$ cat config.mk
export PLATFORM = sky130hd
export DESIGN_NAME = pwr_seq_ctrl
export DESIGN_NICKNAME = d
export VERILOG_FILES = /design/src/rtl/pwr_seq_pkg.sv /design/src/rtl/pwr_sync2.sv /design/src/rtl/pwr_rst_timer.sv /design/src/rtl/pwr_irq_latch.sv /design/src/rtl/pwr_seq_ctrl.sv
export SDC_FILE = /design/constraint.sdc
export NUM_CORES = 1
export LEC_CHECK = 0
export ABC_CLOCK_PERIOD_IN_PS = 2200
export BUFFER_PORTS_ARGS = -buffer_cell sky130_fd_sc_hd__buf_2
export CAP_MARGIN = 20
export CORE_MARGIN = 3
export CORE_UTILIZATION = 58
export DETAILED_ROUTE_END_ITERATION = 12
export PLACE_DENSITY = 0.77
export SLEW_MARGIN = 20
export SYNTH_ARGS = -nofsm -noshare
export SYNTH_HDL_FRONTEND = slang
export SYNTH_SLANG_ARGS = --single-unit
$ cat constraint.sdc
create_clock -name clk -period 2.2 [get_ports clk]
set_input_delay 0.11 -clock clk [delete_from_list [all_inputs] [get_ports clk]]
set_output_delay 0.11 -clock clk [all_outputs]
set_load 0.05 [all_outputs]
$ cat src/rtl/pwr_seq_pkg.sv
package pwr_seq_pkg;
  typedef enum logic [1:0] {
    PS_IDLE    = 2'd0,
    PS_RSTHOLD = 2'd1,
    PS_RUN     = 2'd2
  } pwr_state_t;
endpackage

$ cat src/rtl/pwr_sync2.sv
module pwr_sync2 #(
  parameter int unsigned W = 2,
  parameter logic [W-1:0] INIT = '0
) (
  input  logic         clk,
  input  logic         rst_n,
  input  logic [W-1:0] d,
  output logic [W-1:0] q
);
  for (genvar i = 0; i < W; i++) begin : g_bit
    logic meta, stab;
    always_ff @(posedge clk or negedge rst_n) begin
      if (!rst_n) begin
        meta <= INIT[i];
        stab <= INIT[i];
      end else begin
        meta <= d[i];
        stab <= meta;
      end
    end
    assign q[i] = stab;
  end
endmodule

$ cat src/rtl/pwr_rst_timer.sv
module pwr_rst_timer #(
  parameter int unsigned CNT = 16
) (
  input  logic clk,
  input  logic rst_n,
  input  logic run,
  output logic done
);
  localparam int unsigned W = (CNT > 1) ? $clog2(CNT) : 1;
  localparam logic [W-1:0] LAST = W'(CNT - 1);

  logic [W-1:0] cnt;

  always_ff @(posedge clk or negedge rst_n) begin
    if (!rst_n)            cnt <= '0;
    else if (!run)         cnt <= '0;
    else if (cnt != LAST)  cnt <= cnt + 1'b1;
  end

  assign done = run && (cnt == LAST);
endmodule

$ cat src/rtl/pwr_irq_latch.sv
module pwr_irq_latch (
  input  logic clk,
  input  logic rst_n,
  input  logic req,
  input  logic clr,
  output logic irq_n
);
  logic pend;

  always_ff @(posedge clk or negedge rst_n) begin
    if (!rst_n)     pend <= 1'b0;
    else if (req)   pend <= 1'b1;
    else if (clr)   pend <= 1'b0;
  end

  assign irq_n = ~pend;
endmodule

$ cat src/rtl/pwr_seq_ctrl.sv
module pwr_seq_ctrl
  import pwr_seq_pkg::*;
#(
  parameter int unsigned CLK_HZ      = 100_000_000,
  parameter int unsigned RST_MS      = 260,
  parameter int unsigned RST_CYC_OVR = 0
) (
  input  logic clk,
  input  logic rst_n,
  input  logic supply_ok,
  input  logic btn_n,
  input  logic hold,
  input  logic irq_clr,
  output logic rail1_en,
  output logic rail2_en,
  output logic cpu_rst_n,
  output logic cpu_rst_oe,
  output logic irq_n
);
  localparam int unsigned RST_CYC =
    (RST_CYC_OVR != 0) ? RST_CYC_OVR : (CLK_HZ / 1000) * RST_MS;

  logic [1:0] sync_q;
  logic       btn_s_n, hold_s;
  logic       any_src, tmr_done;
  pwr_state_t state, state_nx;

  pwr_sync2 #(.W(2), .INIT(2'b01)) u_sync (
    .clk  (clk),
    .rst_n(rst_n),
    .d    ({hold, btn_n}),
    .q    (sync_q)
  );
  assign btn_s_n = sync_q[0];
  assign hold_s  = sync_q[1];

  assign any_src = supply_ok | ~btn_s_n | hold_s;

  pwr_rst_timer #(.CNT(RST_CYC)) u_tmr (
    .clk  (clk),
    .rst_n(rst_n),
    .run  (state == PS_RSTHOLD),
    .done (tmr_done)
  );

  always_comb begin
    state_nx = state;
    unique case (state)
      PS_IDLE: begin
        if (any_src) state_nx = (!btn_s_n) ? PS_RSTHOLD : PS_RUN;
      end
      PS_RSTHOLD: begin
        if (!any_src)     state_nx = PS_IDLE;
        else if (tmr_done) state_nx = PS_RUN;
      end
      PS_RUN: begin
        if (!any_src) state_nx = PS_IDLE;
      end
      default: state_nx = PS_IDLE;
    endcase
  end

  always_ff @(posedge clk or negedge rst_n) begin
    if (!rst_n) state <= PS_IDLE;
    else        state <= state_nx;
  end

  pwr_irq_latch u_irq (
    .clk  (clk),
    .rst_n(rst_n),
    .req  (~btn_s_n),
    .clr  (irq_clr),
    .irq_n(irq_n)
  );

  assign rail1_en   = (state != PS_IDLE);
  assign rail2_en   = (state != PS_IDLE);
  assign cpu_rst_oe = (state != PS_RUN);
  assign cpu_rst_n  = (state == PS_RUN);
endmodule

After elaboration in Yosys (flattened, before gate mapping)
Cells that the tools add are included.
{ "totals": {"ff_bits": 32, "latch_bits": 0, "mem_bits_rw": 0, "romBits": 0, "inputBits": 6, "output_inout_bits": 5, "elab_cells": 36, "mem_count": 0} }
{ "op_classes": {"add_sub_neg": 1, "n_mul": 0, "div_mod_pow": 0, "n_lt_le_gt_ge": 0, "eq_ne": 10, "shifts": 0, "n_mux": 10, "bitwise_logic": 4, "n_reduce_logical": 4} }
{ "ops": {"columns": ["operator", "count"], "rows": [
  ["2-to-1 mux 25 bit", 2],
  ["adder 25 x 1 -> 25 bit, second input constant", 1],
  ["== test 25 bit, second input constant", 1],
  ["!= test 25 bit, second input constant", 1],
  ["2-to-1 mux 2 bit", 5],
  ["!= test 2 bit, second input constant", 5],
  ["one-hot mux 2 bit (3 select lines)", 1],
  ["!= test 3 bit, second input constant", 1],
  ["AND reduction 3 bit", 1],
  ["== test 2 x 1 -> 1 bit, second input constant", 1],
  ["== test 2 bit, second input constant", 1],
  ["zero test 2 bit", 1],
  ["2-to-1 mux 1 bit", 2],
  ["inverter 1 bit", 2],
  ["OR 1 bit", 2],
  ["nonzero test 2 bit", 1],
  ["logical AND 1 bit", 1]
]} }

Depth between registers and ports, before layout
{ "depth": {"word_depth": 5, "depth_mapped": 8} }

Hierarchy
Synthesis repeated with hierarchy kept, for this count alone.
{ "hier_totals": {"cells_unflattened": 160, "area_unflattened_um2": 1631.6} }
{ "by_module_without_submodules": {"columns": ["mod", "instances", "cells_each", "area_each_um2"], "rows": [
  ["pwr_rst_timer", 1, 137, 1341.3],
  ["pwr_seq_ctrl", 1, 14, 132.6],
  ["pwr_sync2", 1, 6, 117.6],
  ["pwr_irq_latch", 1, 3, 40.0]
]} }

Worst setup path after synthesis
OpenSTA, ideal clock, no wires.
{ "synth_path": {"path_type": "register to register", "startpoint": "register u_tmr.cnt[7]", "endpoint": "register u_tmr.cnt[1]", "arrival_time_ns": 1.788, "required_ns": 2.068, "setup_slack_ns": 0.280, "path_stages_with_launch": 8, "path_buffers": 2, "period_less_slack_ns": 1.920, "cell_sequence": "dfrtp_1 -> or4b_1 -> nor4_1 -> and4_1 -> buf_2 -> buf_4 -> mux2i_1 -> nor2_1"} }
{ "synth_between": {"elab_chain_len": 2} }
{ "synth_rtl": {"columns": ["item", "line_no", "text"], "rows": [
  ["start: declaration", "pwr_rst_timer.sv:12", "logic [W-1:0] cnt;"],
  ["start signal: assignment", "pwr_rst_timer.sv:17", "else if (cnt != LAST) cnt <= cnt + 1'b1;"],
  ["!= test 25 bit", "pwr_rst_timer.sv:17", null],
  ["!= test 2 bit (no line)", null, null]
]} }
Every way passes these cells.
A chain may end at the register's enable or synchronous reset.

Final worst setup path
Ends and elaborated chain as after synthesis.

==> run_results.csv <==
group,metric,value,unit
die,core,2522,um2
clock_network,cts_root_buf,"clkbuf_4",
sta,relSlewSlack,53.77,%
critical_path,r2r_start,"u_tmr.cnt[7]$_DFFE_PN0P_",
cells_and_area,finalCoreUtilization,70.54,%
clock_network,clk_pin_slew,100,ps
critical_path,cp.required,2430,ps
die,die_x,58.16,um
placed_design,hpwl,2144,um
routing,num_vias,1219,
sta,finalCritPeriodShare,94.70,%
clock_network,cts_max_level,2,
synthesis,synthCells,155,
synthesis,synth.avg_cell_area,10.18,um2
pwr,power.density,713.2,nW/um2
hold_path,hold_start,"supply_ok",
sta,drv_slew,0,
routing,wl_met2,1543,um
pwr,p_leak,0.7184,nW
die,io_pins,11,
synthesis,synth_seq_cells,32,
critical_path,worst_setup_path_end_kind,"flop",
placed_design,place.gp.congestion,0.8314,
global_routing,grt_use_total,22.12,%
cells_and_area,drive_above_1_share,20.90,%
routing,dr_wl_met3,97,um
synthesis,syn_area,1578,um2
die,die_y,58.16,um
placed_design,dp.cells,193,
sta,fmax,480.0,MHz
critical_path,criticalPathCategory,"flop to flop",
status,status,"completed",
clock_network,clockBufferDepth,2,
placed_design,port_buffers,10,
cells_and_area,num_antenna_cells,0,
global_routing,grt_pass1_vias,1256,
cells_and_area,fin_cells,207,
sta,rsz0062_at_grt,"no",
critical_path,cp-startpoint,"u_tmr.cnt[7]$_DFFE_PN0P_",
synthesis,ys_warn_count,0,
synthesis,yosysSeqAreaShare,50.91,%
global_routing,grt_overflow,0,
clock_network,cts_tree,"done",
sta,timing.hold.ws,86.26,ps
cells_and_area,final_nets,183,
routing,avgViaCountPerCell,5.889,
routing,drtAntennaViolNets,0,
global_routing,antenna_found_initial,0,
global_routing,grt_pass1_wl,5540,um
routing,wl_met1,1402,um
die,die_area,3382,um2
run,cap_violations,0,
synthesis,synth_cell_type_count,39,
clock_network,clkLatencyLatePin,340,ps
sta,period_minus_slack,2083,ps
die,initial_core_util,62.55,%
routing,firstDrtPassIters,4,
clock_network,cts_buffers,5,
pwr,total_power,1.269,mW
die,row_count,18,
hold_path,hp-class,"primary input to flop",
routing,routed.top_layer,"met4",
sta,tightest_slew,693.5,ps
sta,hold_viol,0,
sta,finClkSkew,8.268,ps
routing,post_drt_wl_per_cell,15.04,um
routing,drcViolationCount,0,
sta,finalSetupViolCount,0,
routing,wl,3113,um
synthesis,syn-num-nets,162,
cells_and_area,area_growth_syn_to_layout,12.77,%
pwr,vdd_drop_max,0.9925,mV
sta,setup_tns,0,ps
critical_path,worstSetupStartpointType,"flop",
global_routing,grt_start_max_net_pins,33,
critical_path,crit_fanout,13,
routing,drt_iter0_drc,48,
critical_path,crit_arrival,2310,ps
clock_network,clock-sinks,32,
[critical path: stages (launching register included)]
cell and delay, ps:
dfrtp_1 450, or4b_1 540, nor4_2 240, and4_2 300
buf_4 200, mux2i_1 200, nor2_1 60
[registers in the layout (all words and copies together) (netlist names)]
name and cells:
u_tmr.cnt 25, state 2, u_sync.g_bit.meta 2, u_sync.g_bit.stab 2
u_irq.pend 1
[cells by family after synthesis]
kind of cell | synth area share [%]
buffers and inverters | 3.964
adders and majority gates | 0.7929
AOI/OAI and AO/OA | 7.454
DFF | 50.91
muxes | 0.6344
and+or+nand+nor | 27.91
xor gates and xnor gates | 8.327
[per-layer routing]
layer | GRT usage, % | vias up
met5 | 0 | -
met4 | 13.58 | 0
met3 | 5.345 | 8
met2 | 35.00 | 19
met1 | 27.26 | 602
li1 | - | 590
[synth_stat cells]
library cell	number	area share [%]
nand3_1	4	1.3
o21ai_1	1	0.32
buf_6	1	0.71
nand2b_1	2	0.79
a221oi_1	2	1.1
dfrtp_1	30	48
or3_2	1	0.48
or4b_1	1	0.63
dfstp_2	2	3.3
or4_1	5	2.4
nor3_1	2	0.63
nor4_4	1	1.3
nor4_1	4	1.6
o31ai_1	3	1.4
buf_2	2	0.63
or4_4	1	0.71
o211ai_1	1	0.48
nor2_1	23	5.5
nor3_2	1	0.63
clkbuf_1	1	0.24
or3_1	4	1.6
or2_2	2	0.79
or2b_1	1	0.48
nand4_1	6	2.4
a21oi_1	7	2.2
xor2_1	7	3.9
and4_1	2	1.1
ha_1	1	0.79
nand2_1	9	2.1
xnor2_1	8	4.4
nand4_4	1	1.3
mux2i_1	1	0.63
nor3b_1	1	0.48
o21ai_0	6	1.9
and3_2	1	0.48
nor4_2	1	0.79
nor2b_1	1	0.40
inv_1	6	1.4
buf_4	2	0.95
[stage by stage]
stage	setup slack (ps)	instance area, um2
after floorplan	280.1	1578
after global placement	234.4	1655
after detailed placement	103.4	1655
after CTS	91.68	1757
after global routing	0.2862	1779
final	116.6	1779
[what timing repair did]
item,4_1_cts,5_1_grt
hold buffers,4,0
buffers inserted,0,2
setup endpoints to repair,0,6
endpoints found under the hold margin,33,0
gates resized for setup,0,2
[path summary, 6_finish.rpt]
path | cells past startpoint | end | slack, ps
setup / recovery | 6 | u_tmr.cnt[1]$_DFFE_PN0P_ | 120
hold / removal | 3 | state[1]$_DFFE_PN0P_ | 90
setup reg to reg | 6 | u_tmr.cnt[1]$_DFFE_PN0P_ | 120
hold reg to reg | 0 | u_sync.g_bit[1].stab$_DFF_PN0_ | 360
max in group asynchronous | 2 | state[1]$_DFFE_PN0P_ | 1410
min in group asynchronous | 2 | u_tmr.cnt[16]$_DFFE_PN0P_ | 350
[report_power, final]
group          total (mW)  switching, mW  internal, mW
Combinational       0.284          0.211        0.0723
Clock               0.342          0.217         0.125
Sequential          0.643         0.0282         0.615
[final cells by class]
| cell class | count | area (um2) |
|---|---|---|
| clock buffer | 5 | 37.54 |
| clock inverter | 3 | 23.77 |
| fill | 212 | 743.2 |
| inverter | 6 | 22.52 |
| multi-input combinational | 111 | 719.4 |
| sequential | 32 | 803.3 |
| tap | 30 | 37.54 |
| timing repair buffer | 20 | 135.1 |
[cells in the final DEF, fill, tap and decap left out, types with 3 or more instances in the layout]
| master | n |
|---|---|
| a21oi_1 | 7 |
| or4_1 | 5 |
| dfrtp_1 | 30 |
| nor2_1 | 23 |
| nor4_1 | 3 |
| xor2_1 | 7 |
| buf_4 | 6 |
| nand3_1 | 4 |
| inv_1 | 6 |
| nand4_1 | 6 |
| o31ai_1 | 3 |
| or3_1 | 4 |
| o21ai_0 | 6 |
| buf_2 | 10 |
| xnor2_1 | 8 |
| nand2_1 | 9 |
| clkbuf_4 | 5 |
| dlygate4sd3_1 | 4 |
Note: power is estimated with default switching activity, not from simulation.
